File: src/rtl/dhg_pkg.sv
package dhg_pkg;

  // Strobes handed from the line control to the output register stage.
  typedef struct packed {
    logic hstWin;    // start pulse window
    logic runWin;    // shift clock burst active
    logic clkHigh;   // first half of the current bit
    logic blackWin;  // side-black margin window
    logic parity;    // line parity / drive polarity
    logic dirRight;  // latched scan direction
  } hStrobe_t;

endpackage

File: src/rtl/dhg_window.sv
module dhg_window #(
  parameter int BIT_TICKS     = 4,
  parameter int WIDE_STAGES   = 357,
  parameter int NARROW_STAGES = 269,
  parameter int LEAD_TICKS    = 2,
  parameter int SETUP_TICKS   = 1,
  parameter int CNT_W         = 11
) (
  input  logic [CNT_W-1:0] tickCnt,
  input  logic             running,
  input  logic             delayed,
  input  logic             wide,
  output logic             hstWin,
  output logic             runWin,
  output logic             clkHigh,
  output logic             blackWin
);

  localparam int DELTA_TICKS = BIT_TICKS + BIT_TICKS / 2;
  localparam int PAD_BITS    = (WIDE_STAGES - NARROW_STAGES) / 2;

  localparam logic [CNT_W-1:0] START_NEAR  = CNT_W'(LEAD_TICKS);
  localparam logic [CNT_W-1:0] START_FAR   = CNT_W'(LEAD_TICKS + DELTA_TICKS);
  localparam logic [CNT_W-1:0] PAD_TICKS   = CNT_W'(PAD_BITS * BIT_TICKS);
  localparam logic [CNT_W-1:0] WIDE_RUN    = CNT_W'(WIDE_STAGES * BIT_TICKS);
  localparam logic [CNT_W-1:0] NARROW_RUN  = CNT_W'(NARROW_STAGES * BIT_TICKS);
  localparam logic [CNT_W-1:0] TRAIL_START = CNT_W'((PAD_BITS + NARROW_STAGES) * BIT_TICKS);
  localparam logic [CNT_W-1:0] SETUP       = CNT_W'(SETUP_TICKS);
  localparam logic [CNT_W-1:0] BIT_LEN     = CNT_W'(BIT_TICKS);
  localparam logic [CNT_W-1:0] HALF_LEN    = CNT_W'(BIT_TICKS / 2);

  logic [CNT_W-1:0] spanStart;
  logic [CNT_W-1:0] sRel;
  logic [CNT_W-1:0] hstOfs;
  logic [CNT_W-1:0] runLen;
  logic [CNT_W-1:0] qRel;
  logic [CNT_W-1:0] bitPos;
  logic             inSpan;
  logic             afterHst;

  always_comb begin
    spanStart = delayed ? START_FAR : START_NEAR;
    inSpan    = running && (tickCnt >= spanStart);
    sRel      = tickCnt - spanStart;
    hstOfs    = wide ? '0 : PAD_TICKS;
    runLen    = wide ? WIDE_RUN : NARROW_RUN;
    afterHst  = inSpan && (sRel >= hstOfs);
    qRel      = sRel - hstOfs;
    bitPos    = (qRel - SETUP) % BIT_LEN;

    hstWin   = afterHst && (qRel < BIT_LEN);
    runWin   = afterHst && (qRel >= SETUP) && (qRel < SETUP + runLen);
    clkHigh  = bitPos < HALF_LEN;
    blackWin = inSpan && !wide &&
               ((sRel < PAD_TICKS) || ((sRel >= TRAIL_START) && (sRel < WIDE_RUN)));
  end

endmodule

File: src/rtl/dhg_ctrl.sv
module dhg_ctrl
  import dhg_pkg::*;
#(
  parameter int BIT_TICKS     = 4,
  parameter int WIDE_STAGES   = 357,
  parameter int NARROW_STAGES = 269,
  parameter int LEAD_TICKS    = 2,
  parameter int SETUP_TICKS   = 1
) (
  input  logic     clk,
  input  logic     rst,
  input  logic     lineSync,
  input  logic     wideSel,
  input  logic     rightSel,
  output hStrobe_t strobe,
  output logic     modeWideQ
);

  localparam int DELTA_TICKS = BIT_TICKS + BIT_TICKS / 2;
  localparam int LAST_TICK   = LEAD_TICKS + DELTA_TICKS + SETUP_TICKS + WIDE_STAGES * BIT_TICKS;
  localparam int CNT_W       = $clog2(LAST_TICK + 1);
  localparam logic [CNT_W-1:0] LAST_CNT = CNT_W'(LAST_TICK);

  logic [CNT_W-1:0] tickCnt;
  logic             running;
  logic             parityQ;
  logic             rightQ;
  logic             delayed;
  logic             hstWin, runWin, clkHigh, blackWin;

  always_ff @(posedge clk) begin
    if (rst) begin
      tickCnt   <= '0;
      running   <= 1'b0;
      parityQ   <= 1'b0;
      modeWideQ <= 1'b0;
      rightQ    <= 1'b0;
    end else if (lineSync) begin
      tickCnt   <= '0;
      running   <= 1'b1;
      parityQ   <= ~parityQ;
      modeWideQ <= wideSel;
      rightQ    <= rightSel;
    end else if (running && (tickCnt != LAST_CNT)) begin
      tickCnt <= tickCnt + 1'b1;
    end
  end

  // Right scan delays odd lines, left scan delays even lines.
  assign delayed = (parityQ == rightQ);

  dhg_window #(
    .BIT_TICKS    (BIT_TICKS),
    .WIDE_STAGES  (WIDE_STAGES),
    .NARROW_STAGES(NARROW_STAGES),
    .LEAD_TICKS   (LEAD_TICKS),
    .SETUP_TICKS  (SETUP_TICKS),
    .CNT_W        (CNT_W)
  ) win_i (
    .tickCnt (tickCnt),
    .running (running),
    .delayed (delayed),
    .wide    (modeWideQ),
    .hstWin  (hstWin),
    .runWin  (runWin),
    .clkHigh (clkHigh),
    .blackWin(blackWin)
  );

  always_comb begin
    strobe.hstWin   = hstWin;
    strobe.runWin   = runWin;
    strobe.clkHigh  = clkHigh;
    strobe.blackWin = blackWin;
    strobe.parity   = parityQ;
    strobe.dirRight = rightQ;
  end

endmodule

File: src/rtl/dhg_dp.sv
module dhg_dp
  import dhg_pkg::*;
(
  input  logic     clk,
  input  logic     rst,
  input  hStrobe_t strobe,
  output logic     hst,
  output logic     hck1,
  output logic     hck2,
  output logic     sideBlack,
  output logic     linePol,
  output logic     scanDir
);

  logic clkDrive;

  assign clkDrive = strobe.runWin & strobe.clkHigh;

  always_ff @(posedge clk) begin
    if (rst) begin
      hst       <= 1'b0;
      hck1      <= 1'b0;
      hck2      <= 1'b1;
      sideBlack <= 1'b0;
      linePol   <= 1'b0;
      scanDir   <= 1'b0;
    end else begin
      hst       <= strobe.hstWin;
      hck1      <= clkDrive;
      hck2      <= ~clkDrive;
      sideBlack <= strobe.blackWin;
      linePol   <= strobe.parity;
      scanDir   <= strobe.dirRight;
    end
  end

endmodule

File: src/rtl/delta_hdrive_gen.sv
module delta_hdrive_gen
  import dhg_pkg::*;
#(
  parameter int BIT_TICKS     = 4,
  parameter int WIDE_STAGES   = 357,
  parameter int NARROW_STAGES = 269,
  parameter int LEAD_TICKS    = 2,
  parameter int SETUP_TICKS   = 1
) (
  input  logic clk,
  input  logic rst,
  input  logic lineSync,
  input  logic wideSel,
  input  logic rightSel,
  output logic hst,
  output logic hck1,
  output logic hck2,
  output logic sideBlack,
  output logic linePol,
  output logic scanDir
);

  hStrobe_t strobe;
  logic     modeWideQ;

  dhg_ctrl #(
    .BIT_TICKS    (BIT_TICKS),
    .WIDE_STAGES  (WIDE_STAGES),
    .NARROW_STAGES(NARROW_STAGES),
    .LEAD_TICKS   (LEAD_TICKS),
    .SETUP_TICKS  (SETUP_TICKS)
  ) ctrl_i (
    .clk      (clk),
    .rst      (rst),
    .lineSync (lineSync),
    .wideSel  (wideSel),
    .rightSel (rightSel),
    .strobe   (strobe),
    .modeWideQ(modeWideQ)
  );

  dhg_dp dp_i (
    .clk      (clk),
    .rst      (rst),
    .strobe   (strobe),
    .hst      (hst),
    .hck1     (hck1),
    .hck2     (hck2),
    .sideBlack(sideBlack),
    .linePol  (linePol),
    .scanDir  (scanDir)
  );

endmodule

File: config.mk
export PLATFORM = sky130hd
export DESIGN_NAME = delta_hdrive_gen
export DESIGN_NICKNAME = d
export VERILOG_FILES = /design/src/rtl/dhg_pkg.sv /design/src/rtl/dhg_window.sv /design/src/rtl/dhg_ctrl.sv /design/src/rtl/dhg_dp.sv /design/src/rtl/delta_hdrive_gen.sv
export SDC_FILE = /design/constraint.sdc
export NUM_CORES = 1
export LEC_CHECK = 0
export BUFFER_PORTS_ARGS = -buffer_cell sky130_fd_sc_hd__buf_2
export CORE_UTILIZATION = 56
export CTS_CLUSTER_SIZE = 8
export DETAILED_ROUTE_END_ITERATION = 16
export GPL_TIMING_DRIVEN = 0
export PLACE_DENSITY = 0.75
export SLEW_MARGIN = 20
export SYNTH_ARGS = -nofsm -noshare
export SYNTH_HDL_FRONTEND = slang
export SYNTH_SLANG_ARGS = --single-unit
File: constraint.sdc
create_clock -name clk -period 8.2 [get_ports clk]
set_clock_uncertainty 0.05 [all_clocks]
set_input_delay 0.41 -clock clk [delete_from_list [all_inputs] [get_ports clk]]
set_output_delay 0.41 -clock clk [all_outputs]
set_load 0.01 [all_outputs]
[Word-level counts from Yosys, hierarchy flattened]
Cells that the tools add are included.
W data, S select, Z words.
Storage, ports and cells
  bits in registers: 21
  bits in latches: 0
  bits in writable memories: 0
  memory bits (read-only): 0
  bits of input ports: 5
  output and inout bits: 6
  logic and storage cells: 45
  memories kept: 0
Operators by class
  add/sub/neg operators: 5
  multiply operators: 0
  div/mod/pow operators: 0
  $lt $le $gt $ge: 9
  equal/unequal tests: 2
  shifts and indexed selects: 0
  mux-type cells: 3
  bitwise operators: 3
  reductions and logical operators: 12
Operators by type and width (count)
  $add A1 B11 Y11 const A: 1
  $add A11 B1 Y11 const B: 1
  $ge A11 B1 Y1 const B: 1
  $ge A11 B11 Y1: 1
  $ge A11 B11 Y1 const B: 1
  $ge A11 B8 Y1: 1
  $lt A11 B11 Y1: 1
  $lt A11 B11 Y1 const B: 1
  $lt A11 B3 Y1 const B: 1
  $lt A11 B8 Y1 const B: 1
  $ne A11 B11 Y1 const B: 1
  $sub A11 B11 Y11: 1
  $sub A11 B8 Y11: 1
  $logic_and A1 B1 Y1: 9
  $mux W9: 1
  $mux W8: 1
  $mux W4: 1
  $lt A2 B2 Y1 const B: 1
  $not A1 Y1: 2
  $reduce_or A2 Y1: 1
  $sub A2 B1 Y2 const B: 1
  $and A1 B1 Y1: 1
  $eq A1 B1 Y1: 1
  $logic_not A1 Y1: 1
  $logic_or A1 B1 Y1: 1

[Depth between registers and ports, before layout]
Gate-level depths: netlist of the first run.
  depth in word-level cells: 9
  gate-level depth with buffers: 18
  mapped depth without buffers: 17

[Modules after synthesis]
From an unflattened synthesis of the first run, not the netlist that was laid out.
Second synthesis, totals
  cells, all modules: 216
  area total of the unflattened synthesis: 1841.8 sq um
By module, submodules not included
  dhg_ctrl: times used 1, cells each 94, area an instance 842.1 sq um, seq. area each 300.3 sq um
  dhg_window: times used 1, cells each 110, area an instance 827.0 sq um, seq. area each 0.0 sq um
  dhg_dp: times used 1, cells each 12, area an instance 172.7 sq um, seq. area each 120.1 sq um

[Least setup slack after synthesis of the first run]
No wires, ideal clock.
  path kind: flip-flop to flip-flop
  start point: reg ctrl_i.parityQ
  end point: reg dp_i.hck2
  library setup time: 0.127 ns
  data arrival time: 3.776 ns
  data required time: 8.023 ns
  slack: 4.247 ns
  stages on the path, launching flop included: 18
  buffers on the path: 1
  period minus slack after synthesis: 3.953 ns
  path through: dfxtp_1 xor2_1 ha_1 buf_2 a21oi_1 xnor2_1 ha_1 inv_1 fa_1 nand2b_1 a2111oi_0 a211oi_1 xnor2_1 ha_1 o21ai_0 a21oi_1 o31a_1 or3_1
Between the ends
  word-level cells in the longest chain between the ends: 9
  elaborated cells between the ends (all ways): 16
  those cells by class: 3 x add/sub; 5 x order compare; 1 x eq/ne; 1 x mux; 2 x bitwise; 4 x reduce/logical
Ends and longest elaborated chain
  start: declaration: line dhg_ctrl.sv:26  | logic parityQ;
  start signal: assignment: line dhg_ctrl.sv:41  | parityQ <= ~parityQ;
  $eq A1 B1 Y1 (*): line dhg_ctrl.sv:50  | assign delayed = (parityQ == rightQ);
  $mux W4 (*): line dhg_window.sv:42  | spanStart = delayed ? START_FAR : START_NEAR;
  $sub A11 B11 Y11 / $ge A11 B11 Y1 (equally long branches): line dhg_window.sv:44, dhg_window.sv:43
  $sub A11 B8 Y11, or another cell as far along: line dhg_window.sv:48  | qRel = sRel - hstOfs;
  $ge A11 B1 Y1 / $logic_and A1 B1 Y1 (equally long branches): line dhg_window.sv:52, dhg_window.sv:47
  $logic_and A1 B1 Y1 (2 in a row): line dhg_window.sv:52  | runWin = afterHst && (qRel >= SETUP) && (qRel < SETUP + runLen);
  $and A1 B1 Y1 (*): line dhg_dp.sv:17  | assign clkDrive = strobe.runWin & strobe.clkHigh;
  $not A1 Y1 (*): line dhg_dp.sv:30  | hck2 <= ~clkDrive;
  end signal: assignment: line dhg_dp.sv:30
  end: declaration: line dhg_dp.sv:9  | output logic hck2,
Mark *: on every way between the ends. The rest lies on a longest branch, timed or not.
A chain may end at the register's enable or synchronous reset.

[Worst setup path after layout of the first run]
Ends and elaborated chain as after synthesis.

==> results of run 1 <==
==> final cells by class <==
cell class | instances | area [µm²]
Sequential cell | 21 | 420
Multi-Input combinational cell | 162 | 1170
Buffer | 8 | 51.3
Tap cell | 31 | 38.8
Timing Repair Buffer | 10 | 50.0
Fill cell | 260 | 1010
Inverter | 11 | 41.3
Clock buffer | 4 | 26.3
==> stage by stage <==
stage,power (µW),instances,setup slack (ps)
floorplan,201,202,4250
global placement,220,243,3900
detailed placement,224,243,3770
CTS,272,247,3750
global route,290,247,3450
finish,271,247,3750
==> synthesized netlist by cell type (2+ instances only) <==
| cell | count | area share [%] |
|---|---|---|
| dfxtp_1 | 21 | 25 |
| nor2_1 | 21 | 4.7 |
| xnor2_1 | 15 | 7.8 |
| ha_1 | 13 | 9.7 |
| nand2_1 | 13 | 2.9 |
| inv_1 | 11 | 2.5 |
| a21oi_1 | 10 | 3.0 |
| xor2_1 | 8 | 4.2 |
| o21ai_0 | 7 | 2.1 |
| nand2b_1 | 6 | 2.2 |
| nand3_1 | 6 | 1.8 |
| or3_1 | 6 | 2.2 |
| a2111oi_0 | 5 | 2.6 |
| a211oi_1 | 5 | 2.2 |
| nor3_1 | 5 | 1.5 |
| nor2b_1 | 4 | 1.5 |
| and3_1 | 3 | 1.1 |
| buf_2 | 3 | 0.89 |
| clkbuf_1 | 3 | 0.67 |
| mux2i_1 | 3 | 1.8 |
| or2_2 | 3 | 1.1 |
| a311oi_1 | 2 | 1.0 |
| nand4_1 | 2 | 0.74 |
| o211ai_1 | 2 | 0.89 |
| o31a_1 | 2 | 1.0 |
==> cells by family (layout without fill, tap and decap cells) <==
family,count (synthesis),after routing,synth area share (%)
compound gates,43,43,18.8
xor+xnor,24,24,13.0
fa+ha+maj,14,14,10.9
buf+inv,19,33,5.51
flops,21,21,25.0
mux,3,3,1.79
simple gates,78,78,25.0
==> worst max-delay path by stage <==
stage	startpoint	endpoint	slack [ps]	cells past startpoint
6_report	ctrl_i.parityQ	dp_i.hck2	3750	17
5_1_grt	ctrl_i.parityQ	dp_i.hck2	3450	17
4_1_cts	ctrl_i.parityQ	dp_i.hck2	3750	17
3_5_place_dp	ctrl_i.parityQ	dp_i.hck2	3770	17
3_3_place_gp	ctrl_i.parityQ	dp_i.hck2	3900	17
2_1_floorplan	ctrl_i.parityQ	dp_i.hck2	4250	17
==> worst register-to-register path: stages, from the launching register on <==
cell	delay (ps)
dfxtp_1	400
xor2_1	250
ha_1	290
buf_2	200
a21oi_1	190
xnor2_1	240
ha_1	220
inv_1	90
fa_1	470
nand2b_1	180
a2111oi_0	350
a211oi_1	180
xnor2_1	160
ha_1	280
o21ai_0	70
a21oi_1	60
o31a_1	300
or3_1	370
==> sequential cells by signal, summed over array words and instances, names as in the netlist <==
register and count:
dp_i.scanDir 1, dp_i.hst 1, dp_i.sideBlack 1, ctrl_i.modeWideQ 1, ctrl_i.rightQ 1, ctrl_i.tickCnt 11
dp_i.linePol 1, dp_i.hck1 1, ctrl_i.parityQ 1, ctrl_i.running 1, dp_i.hck2 1
==> routing by layer <==
| layer | global-route usage, % | vias up | part of all wire [%] |
|---|---|---|---|
| met5 | 0 | - | 0 |
| met4 | 5.92 | 0 | 1.1 |
| met3 | 3.69 | 6 | 4.5 |
| met2 | 41.3 | 40 | 49 |
| met1 | 29.6 | 667 | 46 |
| li1 | - | 748 | - |
==> power groups by stage <==
stage	sequential, µW	clock [µW]	combinational, µW
after floorplan	110	0	91.2
after global placement	110	0	110
after detailed placement	110	0	114
after CTS	108	49.7	115
after global routing	108	52.9	129
final	108	48.0	115
==> impl_metrics.tcl, run 1 <==
set metrics [dict create \
    status "finished with violations" \
    violations "DRC" \
    vias 1461 \
    synth_fp_nets 221 \
    r2r-end "dp_i.hck2" \
    power_frac_clock_pct 17.7 \
    worstRegToRegCells 17 \
    drc_errors 4 \
    drive_gt1_share_pct 13.9 \
    cp.arrival_ps 4590 \
    nets 236 \
    htreeDepth 1 \
    hp-class "in -> reg" \
    finalWirelength_mm 3.44 \
    clk_pin_slew_ps 100 \
    start_util_pct 59.9 \
    final_antenna_net_count 0 \
    crit_top_cell "ha_1" \
    cts_made_buffers 3 \
    cp-start-kind "register" \
    rrSetupSlack_ps 3750 \
    maxSlewViolCount 0 \
    critical_path_required_ps 8340 \
    crit_buf_inv 2 \
    num_antenna_cells 0 \
    timing.rr.start "ctrl_i.parityQ" \
    ys_async_sr_fraction_pct 0 \
    dpl_cell_area_mm2 0.00177 \
    mappedNetlistArea_mm2 0.00168 \
    grt_overflow 0 \
    cp-end-kind "register" \
    yosysUniqueCellTypes 48 \
    p_sw_uw 99.0 \
    clk_latency_ps 300 \
    critical-path-top-delay-family "adder cells" \
    hold_slack_ps 295 \
    syn_to_final_growth_pct 6.85 \
    p_comb_share_pct 42.5 \
    portBuffers 10 \
    stdcell_area_mm2 0.00180 \
    cts_buffer_depth 2 \
    syn_inst 202 \
    die_area_mm2 0.00322 \
    worst_pin_slew_ps 608 \
    grt_usage_pct 23.4 \
    gp_congestion 0.887 \
    num_rows 19 \
    worstPathCellList "xor2_1 -> ha_1 -> buf_2 -> a21oi_1 -> xnor2_1 -> ha_1 -> inv_1 -> fa_1 -> nand2b_1 -> a2111oi_0 -> a211oi_1 -> xnor2_1 -> ha_1 -> o21ai_0 -> a21oi_1 -> o31a_1 -> or3_1" \
    antenna_found_initial 0 \
    clock-root-buffer "clkbuf_4" \
    clock_sink_count 21 \
    p_per_area_mw_per_mm2 151 \
    synth_warnings 0 \
    post-cts-setup-buffers 0 \
    seqPwrFrac_pct 39.8 \
    firstDrtPassIters 11 \
    layout_worst_path_cycle_share_pct 54.2 \
    setup_viol 0 \
    synth_edf_count 0 \
    fin_util_pct 64.0 \
    synth_ff_type "dfxtp_1" \
    wl_per_cell_um 13.9 \
    grt_pass1_vias 1376 \
    p_leak_uw 0.000710 \
    fin_crit_ps 4450 \
    hold_path_depth 3 \
    setup_tns_ps 0 \
    grt_pass1_wl_mm 5.98 \
    die_h_um 56.8 \
    ctsHoldBuffers 0 \
    slew-limit-headroom_pct 59.2 \
    io_pins 11 \
    cap_violations 0 \
    worstHoldStart "rightSel" \
    ys_ff_latch 21 \
    cp_slowest_cell "fa_1" \
    hpwl_mm 2.74 \
    worstPathMaxFanout 10 \
    rsz0062_at_grt "false" \
    coreArea_mm2 0.00281 \
    whs_endpoint "ctrl_i.rightQ" \
    cts_resized 0 \
    viasPerCell 5.91 \
    die_w_um 56.8 \
    final_cell_mix "nor2_1, dfxtp_1, xnor2_1" \
    cts_tree "built" \
    irDropWorstVdd_mv 0.0914 \
    avgSynthCellArea_um2 8.32 \
    drtIter0Drc 59 \
    p_int_uw 172 \
    criticalPathCategory "reg -> reg" \
    hold_viol 0 \
    yosysSeqAreaShare_pct 25.0 \
    max_stage_delay_ps 470 \
    grt_max_degree 12 \
    fmax_ghz 0.225 \
    sw_frac_of_total_pct 36.6 \
]
Power figures use the tool's default switching activity.
==> inputs of run 2 (changes only) <==
--- a/config.mk
+++ b/config.mk
@@ -6,7 +6,7 @@
 export NUM_CORES = 1
 export LEC_CHECK = 0
 export BUFFER_PORTS_ARGS = -buffer_cell sky130_fd_sc_hd__buf_2
-export CORE_UTILIZATION = 56
+export CORE_UTILIZATION = 54
 export CTS_CLUSTER_SIZE = 8
 export DETAILED_ROUTE_END_ITERATION = 16
 export GPL_TIMING_DRIVEN = 0
==> constraint.sdc (replaced) <==
create_clock -name clk -period 3.76 [get_ports clk]
set_clock_uncertainty 0.05 [all_clocks]
set_input_delay 0.188 -clock clk [delete_from_list [all_inputs] [get_ports clk]]
set_output_delay 0.188 -clock clk [all_outputs]
set_load 0.01 [all_outputs]
==> impl_metrics.tcl, run 2 (synthesis results as in run 1) <==
set metrics [dict create \
    status "finished with violations" \
    violations "setup timing" \
    critical_path_required_ps 3920 \
    final_cell_mix "nor2_1, dfxtp_1, buf_4, xnor2_1, nand2_1" \
    clock-root-buffer "clkbuf_4" \
    timing.rr.start "ctrl_i.rightQ" \
    hold_slack_ps 52.7 \
    worstRegToRegCells 17 \
    cp-start-kind "register" \
    start_util_pct 58.9 \
    hold_viol 0 \
    cp-end-kind "register" \
    clk_latency_ps 320 \
    cap_violations 0 \
    die_h_um 57.8 \
    max_stage_delay_ps 390 \
    maxSlewViolCount 0 \
    dr_wl_met2_mm 2.16 \
    rrSetupSlack_ps -30 \
    whs_endpoint "ctrl_i.modeWideQ" \
    die_w_um 57.8 \
    num_rows 19 \
    largest_register_ffs 11 \
    dp_cells 243 \
    fin_cells 263 \
    cts_made_buffers 3 \
    critical-path-top-delay-family "adder cells" \
    drc_errors 0 \
    num_antenna_cells 0 \
    worstPathCellList "xor2_4 -> ha_4 -> buf_6 -> a21oi_4 -> xnor2_2 -> ha_2 -> inv_2 -> fa_2 -> nand2b_4 -> a2111oi_4 -> a211oi_4 -> xnor2_1 -> ha_1 -> o21ai_1 -> a21oi_1 -> o31a_1 -> or3_1" \
    p_per_area_mw_per_mm2 335 \
    regMostFlops "ctrl_i.tickCnt" \
    portBuffers 10 \
    met1_length_mm 1.84 \
    vias 1572 \
    fmax_ghz 0.264 \
    clk_pin_slew_ps 120 \
    coreArea_mm2 0.00285 \
    p_leak_uw 0.000822 \
    grt_pass1_wl_mm 6.64 \
    layout_worst_path_cycle_share_pct 101 \
    worstHoldStart "wideSel" \
    hold_path_depth 3 \
    htreeDepth 1 \
    grt_usage_pct 26.0 \
    drive_gt1_share_pct 29.3 \
    worst_pin_slew_ps 641 \
    crit_buf_inv 2 \
    gp_congestion 0.876 \
    final_antenna_net_count 0 \
    r2r-end "dp_i.hck2" \
    slew-limit-headroom_pct 57.3 \
    setup_tns_ps -29.2 \
    wl_met3_um 77 \
    rsz0062_at_grt "true" \
    clock_sink_count 21 \
    hpwl_mm 2.89 \
    cts_tree "built" \
    finalWirelength_mm 4.20 \
    die_area_mm2 0.00334 \
    irDropWorstVdd_mv 0.273 \
    syn_to_final_growth_pct 24.9 \
    fillCellCount 225 \
    cts_buffer_depth 2 \
    setup_viol 1 \
    antenna_found_initial 0 \
    io_pins 11 \
    nets 252 \
    maxUsedRoutingLayer "met4" \
    ctsHoldBuffers 0 \
    criticalPathCategory "reg -> reg" \
    fin_crit_ps 3790 \
    drtIter0Drc 48 \
    grt_overflow 0 \
    wl_per_cell_um 16.0 \
    dp_slack_ps -434 \
    grt_max_degree 13 \
    firstDrtPassIters 4 \
    layout_commonest_cell "nor2_1" \
    hp-class "in -> reg" \
    cp.arrival_ps 3950 \
    worstPathMaxFanout 2 \
    viasPerCell 5.98 \
    fin_ws_ps -29.2 \
    grt_pass1_vias 1484 \
    cp_slowest_cell "dfxtp_4" \
]
## run 2: area by class of cell
cell class | instances | area, µm² | share of cell area (%)
multi-input cells | 162 | 1330 | 63.3
repair buffers | 26 | 170 | 8.10
clock inverters | 1 | 5.00 | 0.238
well taps | 31 | 38.8 | 1.85
clock buffers | 3 | 22.5 | 1.07
inverters | 11 | 41.3 | 1.97
flip-flops and latches | 21 | 428 | 20.4
plain buffers | 8 | 63.8 | 3.04
## run 2: per-layer routing
layer,global-route usage [%],up-vias
li1,-,774
met1,33.1,764
met2,44.4,21
met3,2.46,13
met4,12.6,0
met5,0,-
## run 2: through the flow
stage	cell area, µm²	power [µW]	util [%]
final	2100	703	73.6
after global routing	2100	746	73.6
after CTS	1950	642	68.2
after detailed placement	1790	496	62.7
after global placement	1790	488	62.7
after floorplan	1700	444	-
## run 2: worst max-delay path by stage
stage | endpoint | slack [ps] | depth (start not counted) | from
after floorplan | dp_i.hck2 | 4 | 17 | ctrl_i.parityQ
after global placement | dp_i.hck2 | -340 | 18 | ctrl_i.parityQ
final | dp_i.hck2 | -30 | 17 | ctrl_i.rightQ
after detailed placement | dp_i.hck2 | -430 | 18 | ctrl_i.parityQ
after global routing | dp_i.hck2 | -170 | 17 | ctrl_i.rightQ
after CTS | dp_i.hck2 | -50 | 17 | ctrl_i.parityQ
## run 2: repair_timing
item	CTS	global route
endpoints found under the setup margin	2	2
setup buffers	7	9
hold endpoints to repair	0	0
pin swaps	5	13
resized for setup	17	13
## run 2: tightest hold or removal path, delay by kind of cell
family	cells	cell delay (ps)
buffers and inverters	1	80
muxes	1	50
and+or+nand+nor	1	70
## run 2: where the power goes
part / total [µW] / switching, µW / leakage (µW) / internal [µW]
Clock: 113 / 73.6 / 0.0000177 / 39.9
Sequential: 236 / 7.78 / 0.000172 / 228
Combinational: 353 / 184 / 0.000633 / 169
